`config.mk`:
```
export PLATFORM = sky130hd
export DESIGN_NAME = keystore_ctrl
export DESIGN_NICKNAME = d
export VERILOG_FILES = /design/src/rtl/keystore_pkg.sv /design/src/rtl/ks_key_bank.sv /design/src/rtl/ks_crc_serial.sv /design/src/rtl/ks_irq_unit.sv /design/src/rtl/keystore_ctrl.sv
export SDC_FILE = /design/constraint.sdc
export NUM_CORES = 1
export LEC_CHECK = 0
export ABC_AREA = 1
export BUFFER_PORTS_ARGS = -buffer_cell sky130_fd_sc_hd__buf_2
export CAP_MARGIN = 15
export CORE_MARGIN = 1.5
export CORE_UTILIZATION = 55
export CTS_BUF_LIST = sky130_fd_sc_hd__clkbuf_8
export CTS_CLUSTER_DIAMETER = 60
export CTS_CLUSTER_SIZE = 14
export DETAILED_ROUTE_END_ITERATION = 12
export GPL_TIMING_DRIVEN = 1
export PLACE_DENSITY_LB_ADDON = 0.1
export SETUP_SLACK_MARGIN = 0.3
export SLEW_MARGIN = 20
export SYNTH_ARGS = -nofsm -noshare
export SYNTH_HDL_FRONTEND = slang
export SYNTH_SLANG_ARGS = --single-unit
```
`constraint.sdc`:
```
create_clock -name clk -period 3.2 [get_ports clk]
set_input_delay 0.64 -clock clk [delete_from_list [all_inputs] [get_ports clk]]
set_output_delay 0.64 -clock clk [all_outputs]
set_load 0.01 [all_outputs]
```
`src/rtl/keystore_pkg.sv`:
```
package keystore_pkg;
  localparam int DW   = 32;
  localparam int NKEY = 8;

  localparam logic [DW-1:0] PGM_KEY  = 32'h757B_DF0D;
  localparam logic [DW-1:0] CRC_POLY = 32'h82F6_3B78;

  // word indices (byte offset / 4)
  localparam int OFS_STAT = 0;
  localparam int OFS_CTRL = 1;
  localparam int OFS_PGM  = 2;
  localparam int OFS_CRC  = 3;
  localparam int OFS_KEY0 = 4;
  localparam int OFS_SLV  = 13;
  localparam int OFS_ISR  = 14;
  localparam int OFS_IMR  = 15;
  localparam int OFS_IER  = 16;
  localparam int OFS_IDR  = 17;
  localparam int OFS_LOCK = 19;

  // status bit positions
  localparam int ST_PGM  = 0;
  localparam int ST_ZERO = 4;
  localparam int ST_DONE = 8;
  localparam int ST_PASS = 9;

  typedef struct packed {
    logic stat;
    logic ctrl;
    logic pgm;
    logic crc;
    logic key;
    logic slv;
    logic isr;
    logic imr;
    logic ier;
    logic idr;
    logic lock;
    logic unm;
  } ks_sel_t;
endpackage

```
`src/rtl/ks_key_bank.sv`:
```
module ks_key_bank #(
  parameter int W8_WO = 0
) (
  input  logic                                       clk,
  input  logic                                       por_n,
  input  logic                                       wr_stb,
  input  logic [3:0]                                 kidx,
  input  logic [keystore_pkg::DW-1:0]                wdata,
  input  logic                                       pgm,
  input  logic                                       lock,
  input  logic                                       zeroize,
  output logic [keystore_pkg::NKEY*keystore_pkg::DW-1:0] key_flat,
  output logic [keystore_pkg::DW-1:0]                w8_val,
  output logic                                       nz_acc
);
  import keystore_pkg::*;

  logic [NKEY-1:0] acc_k;
  logic            acc_8;
  logic            w8_clr;

  for (genvar g = 0; g < NKEY; g++) begin : g_key
    logic [DW-1:0] kq, kd;
    logic          ken;
    always_comb begin
      acc_k[g] = wr_stb && (kidx == 4'(g)) && pgm;
      ken      = acc_k[g] || zeroize;
      kd       = zeroize ? '0 : wdata;
    end
    always_ff @(posedge clk or negedge por_n) begin
      if (!por_n)   kq <= '0;
      else if (ken) kq <= kd;
    end
    assign key_flat[g*DW +: DW] = kq;
  end

  // word 8 variant: cleared by zeroize only when write-only
  if (W8_WO != 0) begin : g_w8_wo
    assign w8_clr = zeroize;
  end else begin : g_w8_rw
    assign w8_clr = 1'b0;
  end

  logic [DW-1:0] w8_q, w8_d;
  logic          w8_en;
  always_comb begin
    acc_8 = wr_stb && (kidx == 4'(NKEY)) && pgm && !lock;
    w8_en = acc_8 || w8_clr;
    w8_d  = w8_clr ? '0 : wdata;
  end
  always_ff @(posedge clk or negedge por_n) begin
    if (!por_n)     w8_q <= '0;
    else if (w8_en) w8_q <= w8_d;
  end
  assign w8_val = w8_q;

  assign nz_acc = (|wdata) && ((|acc_k) || (acc_8 && (W8_WO != 0)));
endmodule

```
`src/rtl/ks_crc_serial.sv`:
```
module ks_crc_serial #(
  parameter int ZPAD = 1
) (
  input  logic                                           clk,
  input  logic                                           rst_n,
  input  logic                                           start,
  input  logic [keystore_pkg::DW-1:0]                    ref_val,
  input  logic [keystore_pkg::NKEY*keystore_pkg::DW-1:0] key_flat,
  output logic                                           busy,
  output logic                                           done,
  output logic                                           pass
);
  import keystore_pkg::*;

  localparam int ZBITS = ZPAD * DW;
  localparam int KBITS = NKEY * DW;
  localparam int TOTAL = ZBITS + KBITS;
  localparam int CNT_W = $clog2(TOTAL);
  localparam int KI_W  = $clog2(KBITS);

  logic             busy_q, busy_d, done_q, done_d, pass_q, pass_d;
  logic [CNT_W-1:0] cnt_q, cnt_d, off;
  logic [DW-1:0]    crc_q, crc_d, ref_q, ref_d, crc_step;
  logic             in_bit, fb, last;

  always_comb begin
    off      = cnt_q - CNT_W'(ZBITS);
    in_bit   = (cnt_q >= CNT_W'(ZBITS)) ? key_flat[off[KI_W-1:0]] : 1'b0;
    fb       = crc_q[0] ^ in_bit;
    crc_step = {1'b0, crc_q[DW-1:1]} ^ (fb ? CRC_POLY : '0);
    last     = busy_q && (cnt_q == CNT_W'(TOTAL - 1));

    busy_d = busy_q;
    done_d = done_q;
    pass_d = pass_q;
    cnt_d  = cnt_q;
    crc_d  = crc_q;
    ref_d  = ref_q;
    if (start) begin
      busy_d = 1'b1;
      done_d = 1'b0;
      pass_d = 1'b0;
      cnt_d  = '0;
      crc_d  = '1;
      ref_d  = ref_val;
    end else if (busy_q) begin
      cnt_d = cnt_q + 1'b1;
      crc_d = crc_step;
      if (last) begin
        busy_d = 1'b0;
        done_d = 1'b1;
        pass_d = (~crc_step == ref_q);
      end
    end
  end

  always_ff @(posedge clk or negedge rst_n) begin
    if (!rst_n) begin
      busy_q <= 1'b0;
      done_q <= 1'b0;
      pass_q <= 1'b0;
      cnt_q  <= '0;
      crc_q  <= '0;
      ref_q  <= '0;
    end else begin
      busy_q <= busy_d;
      done_q <= done_d;
      pass_q <= pass_d;
      if (start || busy_q) begin
        cnt_q <= cnt_d;
        crc_q <= crc_d;
      end
      if (start) ref_q <= ref_d;
    end
  end

  assign busy = busy_q;
  assign done = done_q;
  assign pass = pass_q;
endmodule

```
`src/rtl/ks_irq_unit.sv`:
```
module ks_irq_unit #(
  parameter int NSRC = 1
) (
  input  logic            clk,
  input  logic            rst_n,
  input  logic [NSRC-1:0] evt,
  input  logic            isr_wr,
  input  logic            ier_wr,
  input  logic            idr_wr,
  input  logic [NSRC-1:0] wbits,
  output logic [NSRC-1:0] isr,
  output logic [NSRC-1:0] imr,
  output logic            irq
);
  logic [NSRC-1:0] isr_q, isr_d, imr_q, imr_d;

  always_comb begin
    isr_d = (isr_q & ~(isr_wr ? wbits : '0)) | evt;
    imr_d = imr_q;
    if (ier_wr)      imr_d = imr_q & ~wbits;
    else if (idr_wr) imr_d = imr_q | wbits;
  end

  always_ff @(posedge clk or negedge rst_n) begin
    if (!rst_n) begin
      isr_q <= '0;
      imr_q <= '1;
    end else begin
      isr_q <= isr_d;
      imr_q <= imr_d;
    end
  end

  assign isr = isr_q;
  assign imr = imr_q;
  assign irq = |(isr_q & ~imr_q);
endmodule

```
`src/rtl/keystore_ctrl.sv`:
```
module keystore_ctrl #(
  parameter int ADDR_W   = 8,
  parameter int W8_WO    = 0,
  parameter int CRC_ZPAD = 1
) (
  input  logic              clk,
  input  logic              por_n,
  input  logic              rst_n,
  input  logic              wr_en,
  input  logic              rd_en,
  input  logic [ADDR_W-1:0] addr,
  input  logic [31:0]       wdata,
  output logic [31:0]       rdata,
  output logic              irq
);
  import keystore_pkg::*;

  localparam int WI_W = ADDR_W - 2;

  logic soft_n;
  assign soft_n = por_n & rst_n;

  // ---------------- decode ----------------
  logic [31:0] wi;
  logic [3:0]  kidx;
  ks_sel_t     sel;

  always_comb begin
    wi   = 32'(addr[ADDR_W-1:2]);
    kidx = 4'(wi - 32'(OFS_KEY0));
    sel  = '0;
    if (addr[1:0] != 2'b00)                 sel.unm  = 1'b1;
    else if (wi == 32'(OFS_STAT))           sel.stat = 1'b1;
    else if (wi == 32'(OFS_CTRL))           sel.ctrl = 1'b1;
    else if (wi == 32'(OFS_PGM))            sel.pgm  = 1'b1;
    else if (wi == 32'(OFS_CRC))            sel.crc  = 1'b1;
    else if (wi >= 32'(OFS_KEY0) &&
             wi <= 32'(OFS_KEY0 + NKEY))    sel.key  = 1'b1;
    else if (wi == 32'(OFS_SLV))            sel.slv  = 1'b1;
    else if (wi == 32'(OFS_ISR))            sel.isr  = 1'b1;
    else if (wi == 32'(OFS_IMR))            sel.imr  = 1'b1;
    else if (wi == 32'(OFS_IER))            sel.ier  = 1'b1;
    else if (wi == 32'(OFS_IDR))            sel.idr  = 1'b1;
    else if (wi == 32'(OFS_LOCK))           sel.lock = 1'b1;
    else                                    sel.unm  = 1'b1;
  end

  // ---------------- control state ----------------
  logic pgm_q, pgm_d, lock_q, lock_d, zero_q, zero_d, slv_q, slv_d;
  logic zeroize, nz_acc, slv_evt, crc_start;
  logic crc_busy, crc_done, crc_pass;
  logic isr_q, imr_q;
  logic [NKEY*DW-1:0] key_flat;
  logic [DW-1:0]      w8_val;

  always_comb begin
    zeroize   = wr_en && sel.ctrl && wdata[0];
    crc_start = wr_en && sel.crc && pgm_q && !crc_busy;
    slv_evt   = (wr_en || rd_en) && sel.unm && slv_q;

    pgm_d  = pgm_q | (wr_en && sel.pgm && (wdata == PGM_KEY));
    lock_d = (W8_WO != 0) ? 1'b0 : (lock_q | (wr_en && sel.lock && wdata[0]));
    slv_d  = (wr_en && sel.slv) ? wdata[0] : slv_q;
    if (zeroize)     zero_d = 1'b1;
    else if (nz_acc) zero_d = 1'b0;
    else             zero_d = zero_q;
  end

  // power-on-only state
  always_ff @(posedge clk or negedge por_n) begin
    if (!por_n) begin
      pgm_q  <= 1'b0;
      lock_q <= 1'b0;
    end else begin
      pgm_q  <= pgm_d;
      lock_q <= lock_d;
    end
  end

  // state restored by either reset
  always_ff @(posedge clk or negedge soft_n) begin
    if (!soft_n) begin
      zero_q <= 1'b0;
      slv_q  <= 1'b0;
    end else begin
      zero_q <= zero_d;
      slv_q  <= slv_d;
    end
  end

  // ---------------- sub-blocks ----------------
  ks_key_bank #(.W8_WO(W8_WO)) u_bank (
    .clk      (clk),
    .por_n    (por_n),
    .wr_stb   (wr_en && sel.key),
    .kidx     (kidx),
    .wdata    (wdata),
    .pgm      (pgm_q),
    .lock     (lock_q),
    .zeroize  (zeroize),
    .key_flat (key_flat),
    .w8_val   (w8_val),
    .nz_acc   (nz_acc)
  );

  ks_crc_serial #(.ZPAD(CRC_ZPAD)) u_crc (
    .clk      (clk),
    .rst_n    (soft_n),
    .start    (crc_start),
    .ref_val  (wdata),
    .key_flat (key_flat),
    .busy     (crc_busy),
    .done     (crc_done),
    .pass     (crc_pass)
  );

  ks_irq_unit #(.NSRC(1)) u_irq (
    .clk    (clk),
    .rst_n  (soft_n),
    .evt    (slv_evt),
    .isr_wr (wr_en && sel.isr),
    .ier_wr (wr_en && sel.ier),
    .idr_wr (wr_en && sel.idr),
    .wbits  (wdata[0]),
    .isr    (isr_q),
    .imr    (imr_q),
    .irq    (irq)
  );

  // ---------------- read mux ----------------
  always_comb begin
    rdata = '0;
    if (sel.stat) begin
      rdata[ST_PGM]  = pgm_q;
      rdata[ST_ZERO] = zero_q;
      rdata[ST_DONE] = crc_done;
      rdata[ST_PASS] = crc_pass;
    end else if (sel.key && kidx == 4'(NKEY) && W8_WO == 0) begin
      rdata = w8_val;
    end else if (sel.slv) begin
      rdata[0] = slv_q;
    end else if (sel.isr) begin
      rdata[0] = isr_q;
    end else if (sel.imr) begin
      rdata[0] = imr_q;
    end else if (sel.lock) begin
      rdata[0] = lock_q;
    end
  end
endmodule

```
* After elaboration in Yosys (flattened, before gate mapping)
Index checks and enable logic that the tools add are counted.
** Operators by class
- Add/sub/neg operators :: 3
- $lt $le $gt $ge :: 4
- Equal/unequal tests :: 20
- Mux-type cells :: 59
- Bitwise logic cells :: 14
- Reductions and logical operators :: 62
** Operator list (count)
- $mux W32 :: 4
- $logic_and A1 B1 Y1 :: 39
- $mux W1 :: 36
- $eq A32 B31 Y1 const B :: 1
- $eq A32 B32 Y1 :: 1
- $not A32 Y32 :: 1
- $reduce_or A32 Y1 :: 1
- $xor A31 B32 Y32 :: 1
- $mux W31 :: 1
- $mux W9 :: 3
- $mux W11 :: 2
- $mux W22 :: 1
- $eq A6 B4 Y1 const B :: 3
- $eq A6 B5 Y1 const B :: 3
- $eq A4 B3 Y1 const B :: 4
- $eq A6 B2 Y1 const B :: 2
- $logic_or A1 B1 Y1 :: 10
- $mux W10 :: 1
- $reduce_bool A2 Y1 :: 5
- $add A9 B1 Y9 const B :: 1
- $eq A9 B9 Y1 const B :: 1
- $ge A9 B6 Y1 const B :: 1
- $lt A8 B9 Y1 const B :: 1
- $mux W3 :: 3
- 24 further kinds :: 36
** Storage, ports and cells
- Bits in registers :: 370
- Input port bits :: 45
- Output and inout bits :: 33

* Longest topological paths before layout
- Depth in word-level cells :: 20
- Mapped depth :: 26
- Depth with buffers taken out :: 23

* By module
Synthesis repeated with hierarchy kept, for this count alone.
** Second synthesis, totals
- Cell total of the unflattened synthesis :: 2483
- Area total of the unflattened synthesis :: 18884.4 um^2
** Modules (own cells, without submodules)
- ks_key_bank :: instances 1, cells an instance 1167, area an instance 11197.0 um^2, sequential area each 7206.9 um^2
- ks_crc_serial :: instances 1, cells an instance 1131, area an instance 6643.9 um^2, sequential area each 1901.8 um^2
- keystore_ctrl :: instances 1, cells an instance 171, area an instance 947.2 um^2, sequential area each 100.1 um^2
- ks_irq_unit :: instances 1, cells an instance 14, area an instance 96.3 um^2, sequential area each 51.3 um^2

* Worst setup path before layout
OpenSTA, ideal clock, no wires.
- Path kind :: input-to-output
- Start :: in addr[1]
- End :: out rdata[26]
- Arrival time :: 2.258 ns
- Required time :: 2.560 ns
- Setup slack :: 0.302 ns
- Stages :: 6
- Cells stage by stage :: nor2_1 > inv_1 > nor4_1 > inv_2 > clkbuf_1 > nor2_1
** Between the ends
- Word-level cells in the longest chain between the ends :: 5
** Ends and longest elaborated chain
- start: declaration :: RTL line keystore_ctrl.sv:11 : input logic [ADDR_W-1:0] addr,
- $reduce_bool A2 Y1 (*) :: RTL line keystore_ctrl.sv:32 : if (addr[1:0] != 2'b00) sel.unm = 1'b1;
- $mux W11 (*) :: RTL line keystore_ctrl.sv:32
- $logic_and A1 B1 Y1 :: RTL line keystore_ctrl.sv:138 : end else if (sel.key && kidx == 4'(NKEY) && W8_WO == 0) begin
- $mux W31 :: RTL line keystore_ctrl.sv:138
- $mux W22 (*) :: RTL line keystore_ctrl.sv:133 : if (sel.stat) begin
- end: declaration :: RTL line keystore_ctrl.sv:13 : output logic [31:0] rdata,
Every way passes the cells marked *; elsewhere a longest branch is shown, timed or not.

* Worst setup path in the final report
- Start :: reg u_crc.cnt_q[0]
- End :: reg u_crc.pass_q (netlist: u_crc.pass)
** Between the ends
- Word-level cells in the longest chain between the ends :: 12
- Elaborated cells on any way between the ends :: 17
- Those cells by class :: 1 x add/sub; 1 x order compare; 2 x eq/ne; 7 x mux; 3 x bitwise; 3 x reduce/logical
** Ends and longest elaborated chain
- start: declaration :: RTL line ks_crc_serial.sv:22 : logic [CNT_W-1:0] cnt_q, cnt_d, off;
- start signal: assignment :: RTL line ks_crc_serial.sv:70 : cnt_q <= cnt_d;
- $sub A8 B6 Y8 :: RTL line ks_crc_serial.sv:27 : off = cnt_q - CNT_W'(ZBITS);
- $bmux W1 S8 :: RTL line ks_crc_serial.sv:28 : in_bit = (cnt_q >= CNT_W'(ZBITS)) ? key_flat[off[KI_W-1:0]] : 1'b0;
- $mux W1 (not written as such) :: RTL line ks_crc_serial.sv:28
- $mux W1 :: RTL line ks_crc_serial.sv:28
- $xor A1 B1 Y1 :: RTL line ks_crc_serial.sv:29 : fb = crc_q[0] ^ in_bit;
- $mux W32 :: RTL line ks_crc_serial.sv:30 : crc_step = {1'b0, crc_q[DW-1:1]} ^ (fb ? CRC_POLY : '0);
- $xor A31 B32 Y32 :: RTL line ks_crc_serial.sv:30
- $not A32 Y32 :: RTL line ks_crc_serial.sv:52 : pass_d = (~crc_step == ref_q);
- $eq A32 B32 Y1 :: RTL line ks_crc_serial.sv:52
- $mux W1 :: RTL line ks_crc_serial.sv:49 : if (last) begin
- $mux W1 :: RTL line ks_crc_serial.sv:46 : end else if (busy_q) begin
- $mux W1 :: RTL line ks_crc_serial.sv:39 : if (start) begin
- end signal: assignment :: RTL line ks_crc_serial.sv:68 : pass_q <= pass_d;
- end: declaration :: RTL line ks_crc_serial.sv:21 : logic busy_q, busy_d, done_q, done_d, pass_q, pass_d;
Parallel ways exist; a longest one is shown, timed or not. The select of a mux whose other input is x is not followed.
A chain may end at the register's enable or synchronous reset.

==> reports/qor.yml <==
status: "completed"
synth_top_cell_by_area: "dfrtp_1"
dr.first_iter.drc_count: 1656
syn_inst: 2316
fillers: 2877
routabilityCongestion: 0.920
viasPerCell: 5.73
hp-class: "input port to async pin"
clkSinkCount: 370
placement_rows: 66
design.die.area_um2: 33900
synthDistinctLibCells: 39
antenna_found_initial: 0
pwr-share-clk: 0.208
fin_util: 0.634
synth_area_leaders: "dfrtp_1 51%, nand2_1 13%, o21ai_0 7.2%"
drv_cap: 0
switchingPower_mw: 5.70
regArea_um2: 9270
num_antenna_cells: 0
synth-seq-area-share: 0.513
layout.cells.most_common_list: "629 x nand2_1, 367 x dfrtp_1, 339 x inv_1, 257 x o21ai_0, 140 x nor2_1"
vdd_ir_drop_max_uv: 426
min_period_ns: 3.14
p_leak_nw: 10.2
setup_tns_ns: 0
ys_ff_latch: 370
fmax_mhz: 319
post-route-drc-count: 0
power_frac_seq: 0.383
cts_made_buffers: 35
clkLatencyLatePin_ns: 0.56
num_io_pins: 78
grt-ovfl-total: 0
syn_avg_cell_area_um2: 7.79
wl_per_cell_um: 19.4
crit_required_ns: 3.70
grt_max_degree: 89
ys_warn_count: 0
worst_slew_pin_slew_ns: 0.764
syn-cell-area_um2: 18000
vias: 16400
drt_pre_antenna_iters: 6
path_clk_slew_ns: 0.10
ctsHtreeMaxLevel: 2
cts_tree: "yes"
routed_wl_um: 55300
place_hpwl_um: 35900
core_area_um2: 32400
yosys.area.top_type_share: 0.512
nets: 2453
clockRootBuffer: "clkbuf_8"
clock_path_buffers: 3
pre_cts_slack_ns: 0.0726
slew_violations: 0
finClkSkew_ns: 0.0170
ant_nets: 0
hold_viol_final: 0
critPathArrivalTime_ns: 3.64
drive_above_1_share: 0.109
p_total_mw: 14.6
p_int_mw: 8.94
p_sw_frac: 0.389
hold_slack_ns: 0.128
multiInputGateArea_um2: 7170
syn_nets: 2366
initial_core_util: 0.557
worstPathMaxFanout: 7
setup_viol: 0
slew_headroom: 0.486
period_share: 0.980
grt_usage: 0.332
cp-start-kind: "register"
first_global_vias: 15700
fin_ws_ns: 0.0632
criticalPathCategory: "register to register"
crit_path_end_kind: "register"
p_comb_frac: 0.409
grt_first_pass_wirelength_um: 87200
portBuffers: 77
dieWidth_um: 184
final_common_cell: "nand2_1"
area_growth_pct: 13.8
rsz0062_at_grt: "yes"
p_per_area_nw_per_um2: 713
die_h_um: 184
-- worst max-delay path, cell delays in order, from the launching register on --
cell	delay (ns)
dfrtp_4	0.49
buf_6	0.17
clkinv_8	0.10
buf_12	0.15
nand2_1	0.05
nand3_1	0.10
nand2_1	0.08
nand2_1	0.05
nand2_1	0.09
nor2_2	0.04
buf_4	0.13
nor2_1	0.10
nor2_1	0.05
nand3_1	0.09
nand3_2	0.09
nand2_4	0.16
nand3_4	0.18
buf_12	0.19
nand2_8	0.09
nand2_1	0.09
nand2_1	0.08
nor2_1	0.04
nor2_1	0.12
nand3_1	0.09
nor2_1	0.11
nand3_1	0.07
nand2_1	0.06
-- power groups by stage --
stage | combinational (mW) | sequential (mW) | clock [mW]
after detailed placement | 4.81 | 5.67 | 0
after global routing | 6.51 | 5.66 | 3.27
after floorplan | 3.35 | 5.52 | 0
final | 5.98 | 5.61 | 3.04
after CTS | 5.50 | 5.60 | 3.10
after global placement | 4.74 | 5.65 | 0
-- logic make-up after synthesis --
family | after synthesis | synth area share
fa+ha+maj | 5 | 0.00347
buf+inv | 470 | 0.102
compound gates | 478 | 0.148
flops | 370 | 0.513
simple gates | 973 | 0.221
xor+xnor | 20 | 0.0120
-- path summary, 6_finish.rpt --
kind	startpoint	to	slack, ns	cells after the start
setup / recovery	u_crc.cnt_q[0]	u_crc.pass	0.06	26
hold / removal	rst_n	u_crc.ref_q[19]	0.13	3
setup reg to reg	u_crc.cnt_q[0]	u_crc.pass	0.06	26
hold reg to reg	u_bank.w8_val[24]	u_bank.w8_val[24]	0.49	2
max in group asynchronous	por_n	u_crc.crc_q[16]	1.48	5
min in group clk	rd_en	u_irq.isr	0.39	3
-- cell usage after synthesis (all sizes together) --
cell type    n
nor4        19
xnor3        3
ha           5
nand2      644
buf         41
a32oi        7
a22oi        1
o41ai        1
clkbuf      77
o21ai      268
o2111ai      1
dfstp        1
o21a         1
clkinv       7
xnor2        8
inv        345
o22ai      128
nand4       16
nor3         8
o211ai      27
nand3b       5
xor2         9
dfrtp      369
a31oi        6
nor2       149
a21oi       36
a211oi       1
o221ai       1
and2         1
nand3      131
-- per-stage QoR --
step,std cells,area (um^2)
floorplan,2316,18000
global placement,2783,19100
detailed placement,2783,19100
CTS,2846,20200
global route,2856,20500
finish,2856,20500
-- cell type report --
cell class / instances / share of cell area
repair inverters: 1 / 0.000427
flip-flops and latches: 370 / 0.451
clock buffers: 38 / 0.0255
repair buffers: 164 / 0.0733
inverters: 352 / 0.0652
clock inverters: 10 / 0.00799
multi-input cells: 1479 / 0.349
well taps: 442 / 0.0269
-- metal layers --
metal / part of all wire / routed length (um) / vias to the layer above / track usage
met1: 0.43 / 24000 / 7916 / 0.468
met4: 0.033 / 1810 / 0 / 0.108
met3: 0.073 / 4010 / 120 / 0.0418
met2: 0.46 / 25400 / 699 / 0.533
li1: - / - / 7618 / -
met5: 0 / 0 / - / 0
-- repair_timing --
item | 4_1_cts | 5_1_grt
pin swaps | 6 | 13
gates cloned | 9 | 5
endpoints found under the hold margin | 11 | 0
resized for setup | 35 | 34
endpoints found under the setup margin | 4 | 42
hold buffers | 1 | 0
setup buffers | 5 | 5
-- sequential cells by signal (all words and copies together), names as in the netlist, named ones only --
name and cells:
u_crc.pass 1, u_crc.done 1, u_irq.isr 1, u_crc.cnt_q 9
u_bank.g_key.kq 256, u_crc.crc_q 32, u_bank.w8_val 32, lock_q 1
pgm_q 1, u_crc.busy 1, u_crc.ref_q 32, slv_q 1
zero_q 1
Power figures use the tool's default switching activity.
